$ cat config.mk
export PLATFORM = sky130hd
export DESIGN_NAME = updn_chain
export DESIGN_NICKNAME = d
export VERILOG_FILES = /design/src/rtl/updn_pkg.sv /design/src/rtl/cnt_op_select.sv /design/src/rtl/cnt_next_state.sv /design/src/rtl/cnt_tc_decode.sv /design/src/rtl/cnt_stage.sv /design/src/rtl/updn_chain.sv
export SDC_FILE = /design/constraint.sdc
export NUM_CORES = 1
export LEC_CHECK = 0
export BUFFER_PORTS_ARGS = -buffer_cell sky130_fd_sc_hd__buf_2
export CAP_MARGIN = 20
export CELL_PAD_IN_SITES_DETAIL_PLACEMENT = 1
export CELL_PAD_IN_SITES_GLOBAL_PLACEMENT = 1
export CORE_MARGIN = 10
export CORE_UTILIZATION = 36
export CTS_BUF_LIST = sky130_fd_sc_hd__clkbuf_4 sky130_fd_sc_hd__clkbuf_8 sky130_fd_sc_hd__clkbuf_16
export DETAILED_ROUTE_END_ITERATION = 10
export PLACE_DENSITY_LB_ADDON = 0.2
export SLEW_MARGIN = 10
export SYNTH_ARGS = -nofsm -noshare
export SYNTH_HDL_FRONTEND = slang
export SYNTH_SLANG_ARGS = --single-unit
export TNS_END_PERCENT = 30
$ cat constraint.sdc
create_clock -name clk -period 2.75 [get_ports clk]
set_clock_uncertainty 0.15 [all_clocks]
set_input_delay 0.4125 -clock clk [delete_from_list [all_inputs] [get_ports clk]]
set_output_delay 0.4125 -clock clk [all_outputs]
set_load 0.005 [all_outputs]
$ cat src/rtl/updn_pkg.sv
package updn_pkg;
  typedef enum logic [1:0] {
    OP_HOLD = 2'd0,
    OP_LOAD = 2'd1,
    OP_INC  = 2'd2,
    OP_DEC  = 2'd3
  } stage_op_e;
endpackage

$ cat src/rtl/cnt_op_select.sv
module cnt_op_select
  import updn_pkg::*;
(
  input  logic      ld_n,
  input  logic      dir_up,
  input  logic      cnt_en_n,
  input  logic      trk_en_n,
  output stage_op_e op
);
  // load wins over both enables; counting needs both enables low
  always_comb begin
    if (!ld_n)                      op = OP_LOAD;
    else if (!cnt_en_n && !trk_en_n) op = dir_up ? OP_INC : OP_DEC;
    else                            op = OP_HOLD;
  end
endmodule

$ cat src/rtl/cnt_next_state.sv
module cnt_next_state
  import updn_pkg::*;
#(
  parameter int W = 4
) (
  input  logic [W-1:0] cur,
  input  logic [W-1:0] din,
  input  stage_op_e    op,
  output logic [W-1:0] nxt
);
  localparam logic [W-1:0] ONE = W'(1);

  always_comb begin
    unique case (op)
      OP_LOAD: nxt = din;
      OP_INC:  nxt = cur + ONE;
      OP_DEC:  nxt = cur - ONE;
      default: nxt = cur;
    endcase
  end
endmodule

$ cat src/rtl/cnt_tc_decode.sv
module cnt_tc_decode #(
  parameter int W = 4
) (
  input  logic [W-1:0] cur,
  input  logic         dir_up,
  input  logic         trk_en_n,
  output logic         tc_n
);
  logic at_top;
  logic at_bot;

  assign at_top = &cur;
  assign at_bot = ~|cur;
  assign tc_n   = ~(~trk_en_n & (dir_up ? at_top : at_bot));
endmodule

$ cat src/rtl/cnt_stage.sv
module cnt_stage
  import updn_pkg::*;
#(
  parameter int W = 4
) (
  input  logic         clk,
  input  logic         rst,
  input  logic         ld_n,
  input  logic         dir_up,
  input  logic         cnt_en_n,
  input  logic         trk_en_n,
  input  logic [W-1:0] din,
  output logic [W-1:0] q,
  output logic         tc_n
);
  stage_op_e   op;
  logic [W-1:0] nxt;

  cnt_op_select u_sel (
    .ld_n     (ld_n),
    .dir_up   (dir_up),
    .cnt_en_n (cnt_en_n),
    .trk_en_n (trk_en_n),
    .op       (op)
  );

  cnt_next_state #(.W(W)) u_nxt (
    .cur (q),
    .din (din),
    .op  (op),
    .nxt (nxt)
  );

  always_ff @(posedge clk) begin
    if (rst) q <= '0;
    else     q <= nxt;
  end

  cnt_tc_decode #(.W(W)) u_tc (
    .cur      (q),
    .dir_up   (dir_up),
    .trk_en_n (trk_en_n),
    .tc_n     (tc_n)
  );
endmodule

$ cat src/rtl/updn_chain.sv
module updn_chain #(
  parameter int STAGE_W = 4,
  parameter int STAGES  = 3,
  localparam int CW     = STAGE_W * STAGES
) (
  input  logic          clk,
  input  logic          rst,
  input  logic          ld_n,
  input  logic          dir_up,
  input  logic          cnt_en_n,
  input  logic          chain_en_n,
  input  logic [CW-1:0] din,
  output logic [CW-1:0] q,
  output logic          tc_n
);
  // link[i] is the trickle enable of stage i; link[STAGES] is the chain output
  logic [STAGES:0] link;

  assign link[0] = chain_en_n;

  for (genvar i = 0; i < STAGES; i++) begin : g_stage
    cnt_stage #(.W(STAGE_W)) u_stage (
      .clk      (clk),
      .rst      (rst),
      .ld_n     (ld_n),
      .dir_up   (dir_up),
      .cnt_en_n (cnt_en_n),
      .trk_en_n (link[i]),
      .din      (din[i*STAGE_W +: STAGE_W]),
      .q        (q[i*STAGE_W +: STAGE_W]),
      .tc_n     (link[i+1])
    );
  end

  assign tc_n = link[STAGES];
endmodule

Word level (Yosys, flattened, before mapping)

Index checks and enable logic that the tools add are counted.

Word-level logic and storage cells: 53
Bits in registers: 12
Output and inout bits: 13

Add/sub/neg operators: 6
Reduce and logical (&&, ||, !) cells: 17
Bitwise gates (word level): 5
Eq/ne operators: 9
Muxes and demuxes: 13

Operators with widths:

| operator              | count |
|---|---|
| $pmux W4 S3           | 3 |
| $add A4 B1 Y4 const B | 3 |
| $eq A2 B2 Y1 const B  | 6 |
| $mux W2               | 6 |
| $reduce_and A4 Y1     | 3 |
| $reduce_or A4 Y1      | 3 |
| $sub A4 B1 Y4 const B | 3 |
| $reduce_bool A3 Y1    | 3 |
| $eq A2 B1 Y1 const B  | 3 |
| $logic_not A1 Y1      | 5 |
| $mux W1               | 4 |
| $and A1 B1 Y1         | 3 |
| $logic_and A1 B1 Y1   | 3 |
| $not A1 Y1            | 2 |

Longest topological paths before layout

Gate-level depths: netlist (run 1).

Depth in word-level cells: 10
Gate-level depth with buffers: 13
Depth with buffers taken out: 13

By module

Synthesis (run 1) repeated with hierarchy kept, for this count alone.

Cell total of the unflattened synthesis: 144
Area total of the unflattened synthesis: 1,141.1 um^2

Modules (own cells, without submodules):

| module         | area an instance (um^2) | seq. area each (um^2) | instances | cells each |
|---|---|---|---|---|
| cnt_next_state | 216.5                   | 0.0                   | 3         | 33 |
| cnt_stage      | 105.1                   | 80.1                  | 3         | 8 |
| cnt_tc_decode  | 38.8                    | 0.0                   | 3         | 5 |
| cnt_op_select  | 20.0                    | 0.0                   | 3         | 2 |

Least setup slack after synthesis (run 1)

OpenSTA, ideal clock, no wires.

Path kind: input to register
Start point: input port dir_up
End point: register g_stage[2].u_stage.q[3]
Path slack: 0.165 ns
Arrival: 2.344 ns
Stages on the path: 12
Path buffers: 1
Cells stage by stage: buf_2 nor2b_1 a22oi_1 nor3_4 nand2_1 inv_1 ha_1 a21o_1 a21oi_1 xor2_1 a21bo_1 a311oi_1

Longest elaborated chain between the ends: 8

RTL lines:

| item                                              | line                 | text |
|---|---|---|
| from (decl)                                       | updn_chain.sv:9      | `input logic dir_up,` |
| $mux W1                                           | cnt_tc_decode.sv:14  | `assign tc_n = ~(~trk_en_n & (dir_up ? at_top : at_bot));` |
| $and A1 B1 Y1 (2 in a row)                        | cnt_tc_decode.sv:14  |  |
| $logic_and A1 B1 Y1                               | cnt_op_select.sv:13  | `else if (!cnt_en_n && !trk_en_n) op = dir_up ? OP_INC : OP_DEC;` |
| $mux W2 *                                         | cnt_op_select.sv:13  |  |
| $mux W2 *                                         | cnt_op_select.sv:12  | `if (!ld_n) op = OP_LOAD;` |
| $eq A2 B2 Y1 or $eq A2 B1 Y1 (tied branches)      | cnt_next_state.sv:14 | `unique case (op)` |
| $pmux W4 S3 or $reduce_bool A3 Y1 (tied branches) | -                    |  |
| to (signal assigned)                              | cnt_stage.sv:36      | `else q <= nxt;` |
| to (decl)                                         | cnt_stage.sv:13      | `output logic [W-1:0] q,` |

Mark *: on every way between the ends. The rest lies on a longest branch, timed or not.
A chain may end at the register's enable or synchronous reset.

Worst setup path after layout (run 1)

Start point: register g_stage[0].u_stage.q[1]
End point: register g_stage[2].u_stage.q[1]

Longest elaborated chain between the ends: 10

RTL lines:

| item                                              | line                 | text |
|---|---|---|
| from (decl)                                       | cnt_stage.sv:13      |  |
| from (signal assigned)                            | cnt_stage.sv:36      |  |
| $reduce_or A4 Y1                                  | cnt_tc_decode.sv:13  | `assign at_bot = ~\|cur;` |
| $logic_not A1 Y1                                  | cnt_tc_decode.sv:13  |  |
| $mux W1 *                                         | cnt_tc_decode.sv:14  |  |
| $and A1 B1 Y1 * (2 in a row)                      | cnt_tc_decode.sv:14  |  |
| $logic_and A1 B1 Y1 *                             | cnt_op_select.sv:13  |  |
| $mux W2 *                                         | cnt_op_select.sv:13  |  |
| $mux W2 *                                         | cnt_op_select.sv:12  |  |
| $eq A2 B2 Y1 or $eq A2 B1 Y1 (tied branches)      | cnt_next_state.sv:14 |  |
| $pmux W4 S3 or $reduce_bool A3 Y1 (tied branches) | -                    |  |

Marked as above.

==> results_dict.tcl, run 1 <==
set metrics [dict create \
    synthTopCellsByArea "dfxtp_1 (25%), ha_1 (7.7%), xnor2_1 (6.3%)" \
    worstPathMaxFanout 6 \
    leakagePower_nw 0.6022 \
    grt_antenna_before_repair 0 \
    pwr_density_cell_nw_per_um2 357.5 \
    timing.slew.headroom 0.7986 \
    track_usage 0.1145 \
    worst-path-buf-inv 1 \
    worstSetupStartpointType "register" \
    crit_type "register to register" \
    design.core.area_um2 2522 \
    crit_family "simple AND/OR/NAND/NOR gates" \
    clockRootBuffer "clkbuf_4" \
    cp_cell_sequence "and4_1 > mux2i_2 > nor3_4 > nand2_2 > buf_4 > fa_1 > or4b_1 > o211ai_1 > a21oi_1" \
    synthArstFlopShare 0 \
    reg_top3 "g_stage.u_stage.q: 12 flops" \
    final_area_um2 1299 \
    start_util 0.3864 \
    clockBufferDepth 2 \
    crit_slowest_cell "dfxtp_1" \
    worstMarginPinSlew_ns 0.2999 \
    seqCellArea_um2 247.7 \
    viasPerCell 5.431 \
    cts_tree "built" \
    dpl_cell_area_um2 1184 \
    outcome "completed" \
    drt_iter0_markers 32 \
    fillers 328 \
    clk_latency_ns 0.28 \
    clock_sinks 12 \
    gp_congestion 0.8264 \
    fin_nets 180 \
    avgRoutedWirePerCell_um 17.31 \
    max_freq_mhz 364.9 \
    hp-class "input pin to register" \
    placementRows 18 \
    syn_inst 110 \
    synth_warnings 0 \
    setup_viol 0 \
    synth-edff-count 0 \
    die_y_um 72.04 \
    yosys.area.top_type_share 0.2465 \
    largest_reg_flops 12 \
    fin_crit_sh 0.9965 \
    yosysMostFrequentCell "nor2_1" \
    synth_seq_cells 12 \
    routed_wl_mm 3.134 \
    drtPass1Iterations 4 \
    cp.arrival_ns 2.75 \
    cp.required_ns 2.76 \
    drc_errors 0 \
    stdcell_count 181 \
    synth_common_cells "nor2_1 (13), dfxtp_1 (12), inv_1 (8), a21oi_1 (7), xnor2_1 (7)" \
    post-dp-hpwl_mm 2.389 \
    antenna_left 0 \
    synth_top_area_cell "dfxtp_1" \
    regMostFlops "g_stage.u_stage.q" \
    cts_made_buffers 3 \
    synth_cell_types 37 \
    grt_pass1_vias 1042 \
    min_period_ns 2.740 \
    cts_hold_repair.buffers 0 \
    syn_area_per_cell_um2 8.861 \
    ctsHtreeMaxLevel 1 \
    vias 983 \
    dp.cells 171 \
    path_clk_slew_ns 0.09 \
    die_area_um2 5189 \
    grt_max_degree 25 \
    slowest_delay_ns 0.49 \
    vdd_drop_max_uv 220.8 \
    syn_area_um2 974.7 \
    overflow 0 \
    io_pins 31 \
    io_buffers 30 \
    synth_flop_cell "dfxtp_1" \
    drv_slew 0 \
    grt_pass1_wl_mm 4.843 \
    diodes 0 \
    drive_gt1_frac 0.4172 \
    syn2layout_area_growth_pct 33.25 \
    synth_seq_area_share 0.2465 \
    die_w_um 72.04 \
    cp-end-kind "register" \
    synth_nets 137 \
    drv_cap 0 \
    hold_viol 0 \
    multi_input_area_um2 716.9 \
]
where the power goes:
part | total (mW) | internal, mW | leakage [nW] | switching [mW]
Combinational | 0.138 | 0.0708 | 0.487 | 0.0677
Clock | 0.117 | 0.0507 | 0.0138 | 0.0665
Sequential | 0.209 | 0.187 | 0.101 | 0.0213
metrics by stage:
step / hold WS [ns] / setup WS [ns] / total power [mW] / TNS, ns / util
2_1_floorplan: 0.3346 / 0.1654 / 0.2809 / 0 / -
3_5_place_dp: 0.4716 / -0.1304 / 0.3354 / -0.1304 / 0.4692
4_1_cts: 0.2145 / 0.005830 / 0.4534 / 0 / 0.4826
6_report: 0.2141 / 0.009728 / 0.4643 / 0 / 0.5149
5_1_grt: 0.2272 / -0.09634 / 0.4929 / -0.1694 / 0.5149
3_3_place_gp: 0.4425 / 0.07116 / 0.3294 / 0 / 0.4692
cells in the final DEF (no fill, tap or decap), drive strengths merged, types with 2 or more instances in the layout:
cell type,n
nor2,14
and4,3
mux2i,5
nor4,3
nand2b,3
a21o,3
nand2,3
dfxtp,12
a311oi,2
a21oi,7
fa,3
xor2,2
buf,42
nand3b,4
clkbuf,3
o211ai,2
a211oi,6
xnor2,7
nor3,2
ha,6
inv,9
metal layers:
metal	wire length, µm	up-vias	track usage
li1	-	477	-
met1	1300	480	0.1141
met2	1626	22	0.2078
met3	156	4	0.03401
met4	52	0	0.06237
met5	0	-	0
final cells by class:
class                   count  area share
clock buffers               3     0.01734
multi-input cells          85      0.5520
flip-flops and latches     12      0.1908
inverters                   9     0.02601
repair buffers             42      0.1850
well taps                  30     0.02890
path summary, 6_finish.rpt:
kind	start	end	slack (ns)	cells past startpoint
max	g_stage[0].u_stage.q[1]	g_stage[2].u_stage.q[1]	0.01	9
min	din[1]	g_stage[0].u_stage.q[1]	0.21	3
max reg2reg	g_stage[0].u_stage.q[1]	g_stage[2].u_stage.q[1]	0.01	9
min reg2reg	g_stage[0].u_stage.q[2]	g_stage[0].u_stage.q[2]	0.42	2
kinds of logic after synthesis:
logic type | share of synthesized area
AND/OR/NAND/NOR | 0.2491
AO/OA/AOI/OAI | 0.1784
buffers and inverters | 0.05134
flip-flops | 0.2465
XOR/XNOR | 0.08088
adder cells (fa/ha/maj) | 0.1386
multiplexers | 0.05520
worst reg2reg max path, stage by stage, from the launching register on:
cell and delay (ns):
dfxtp_1 0.49, and4_1 0.29, mux2i_2 0.11, nor3_4 0.23, nand2_2 0.08, buf_4 0.14
fa_1 0.46, or4b_1 0.45, o211ai_1 0.12, a21oi_1 0.09
timing repair:
action	4_1_cts	5_1_grt
setup endpoints to repair	1	1
pin swaps	2	8
gates resized for setup	2	10
buffers inserted	0	7
Note: power is estimated with default switching activity, not from simulation.
==> inputs of run 2 (changes only) <==
==> constraint.sdc (replaced) <==
create_clock -name clk -period 2.75 [get_ports clk]
set_clock_uncertainty 0.15 [all_clocks]
set_input_delay 0.4125 -clock clk [delete_from_list [all_inputs] [get_ports clk]]
set_output_delay 0.4125 -clock clk [all_outputs]
set_load 0.1 [all_outputs]
==> run 2 against run 1 <==
  * Setup slack gained 0.16 ns
  * First-iteration DRC count shrank 13%
  * Combinational power grew 60%
  * Critical endpoint is now g_stage[2].u_stage.q[3]
==> results_dict.tcl, run 2 (synthesized netlist as in run 1, its figures left out) <==
set metrics [dict create \
    busiest_layer "met2" \
    overflow 0 \
    die_y_um 72.04 \
    utilization 0.5094 \
    vdd_drop_max_uv 310.4 \
    worstSetupStartpointType "register" \
    cp.required_ns 2.80 \
    start_util 0.3864 \
    die_area_um2 5189 \
    clock_sinks 12 \
    fin_nets 175 \
    total_power_mw 0.5604 \
    drv_cap 0 \
    drtPass1Iterations 2 \
    hp-class "input pin to register" \
    post-dp-hpwl_mm 2.227 \
    worstMarginPinSlew_ns 0.4893 \
    worstPathMaxFanout 5 \
    syn2layout_area_growth_pct 31.84 \
    clockBufferDepth 2 \
    leakagePower_nw 0.5840 \
    placementRows 18 \
    io_buffers 30 \
    outcome "completed" \
    grt_use_met3 0.02993 \
    path_clk_slew_ns 0.09 \
    drt_iter0_markers 28 \
    slowest_delay_ns 0.37 \
    cp.arrival_ns 2.63 \
    antenna_left 0 \
    crit_slowest_cell "dfxtp_4" \
    crit_type "register to register" \
    grt_antenna_before_repair 0 \
    drc_errors 0 \
    timing.slew.headroom 0.6760 \
    die_w_um 72.04 \
    min_period_ns 2.579 \
    final_common_cell "buf_2" \
    grt_util_met1 0.1235 \
    max_freq_mhz 387.7 \
    io_pins 31 \
    pwr_density_cell_nw_per_um2 436.1 \
    reg_top3 "g_stage.u_stage.q: 12 flops" \
    drv_slew 0 \
    setup_viol 0 \
    gp_congestion 0.8189 \
    avgRoutedWirePerCell_um 15.96 \
    clk_latency_ns 0.28 \
    design.core.area_um2 2522 \
    worst-path-buf-inv 1 \
    ctsHtreeMaxLevel 1 \
    clockRootBuffer "clkbuf_4" \
    largest_reg_flops 12 \
    regMostFlops "g_stage.u_stage.q" \
    cp-end-kind "register" \
    fillers 317 \
    viasPerCell 5.407 \
    track_usage 0.1084 \
    cts_hold_repair.buffers 0 \
    holdWs_ns 0.2046 \
    drive_gt1_frac 0.4218 \
    cts_made_buffers 3 \
    cp_cell_sequence "nor4_4 > mux2i_4 > nor3_4 > nand2_2 > inv_1 > ha_1 > a21o_1 > a21oi_2 > xor2_1 > nand3b_1 > a311oi_1" \
    grt_pass1_vias 1010 \
    hold_viol 0 \
    crit_family "simple AND/OR/NAND/NOR gates" \
    mostFrequentLayoutCells "buf_2 (30), nor2_1 (13), dfxtp_4 (8)" \
    cts_tree "built" \
    routed_wl_mm 2.825 \
    diodes 0 \
    fin_crit_sh 0.9380 \
    grt_max_degree 25 \
    grt_pass1_wl_mm 4.726 \
    vias 957 \
    grtUsageMet2 0.1912 \
    setup_tns_ns 0 \
]
run 2: changes by cell type in the layout (fill, tap and decap cells not counted), sizes merged:
cell / previous run / this run
buf: 42 / 37
clkbuf: 3 / 4
run 2: cell type report:
type / count / area [µm²] / area share
clock buffers: 4 / 30.03 / 0.02337
inverters: 9 / 33.78 / 0.02629
multi-input cells: 85 / 710.7 / 0.5531
flip-flops and latches: 12 / 270.3 / 0.2103
well taps: 30 / 37.54 / 0.02921
repair buffers: 37 / 202.7 / 0.1577
run 2: stage by stage:
step | instance area [µm²] | instances | setup slack (ns)
6_report | 1285 | 177 | 0.1705
5_1_grt | 1285 | 177 | -0.02463
4_1_cts | 1236 | 174 | 0.05051
3_5_place_dp | 1206 | 170 | 0.02499
3_3_place_gp | 1206 | 170 | 0.05251
2_1_floorplan | 1005 | 110 | 0.02310
run 2: routing by layer:
layer	wire [µm]	part of all wire
met5	0	0
met4	23	0.0081
met3	154	0.055
met1	1191	0.42
met2	1455	0.52
run 2: path summary, 6_finish.rpt:
check,start,endpoint,slack (ns),cells past startpoint
hold reg to reg,g_stage[0].u_stage.q[2],g_stage[0].u_stage.q[2],0.42,2
setup / recovery,g_stage[0].u_stage.q[3],g_stage[2].u_stage.q[3],0.17,11
setup reg to reg,g_stage[0].u_stage.q[3],g_stage[2].u_stage.q[3],0.17,11
hold / removal,din[1],g_stage[0].u_stage.q[1],0.20,3
run 2: what timing repair did:
action / CTS / global route
endpoints found under the setup margin: 0 / 2
resized for setup: 0 / 6
buffers inserted: 0 / 3
run 2: power by group:
part | internal (mW) | leakage (nW) | switching [mW]
sequential | 0.186 | 0.105 | 0.0210
clock | 0.0661 | 0.0184 | 0.0665
combinational | 0.0657 | 0.461 | 0.155
total | 0.317 | 0.584 | 0.243
run 2: worst min-delay path, delay by kind of cell:
| kind | cells | cell delay, ns |
|---|---|---|
| buffers and inverters | 1 | 0.07 |
| muxes | 1 | 0.05 |
| and+or+nand+nor | 1 | 0.07 |
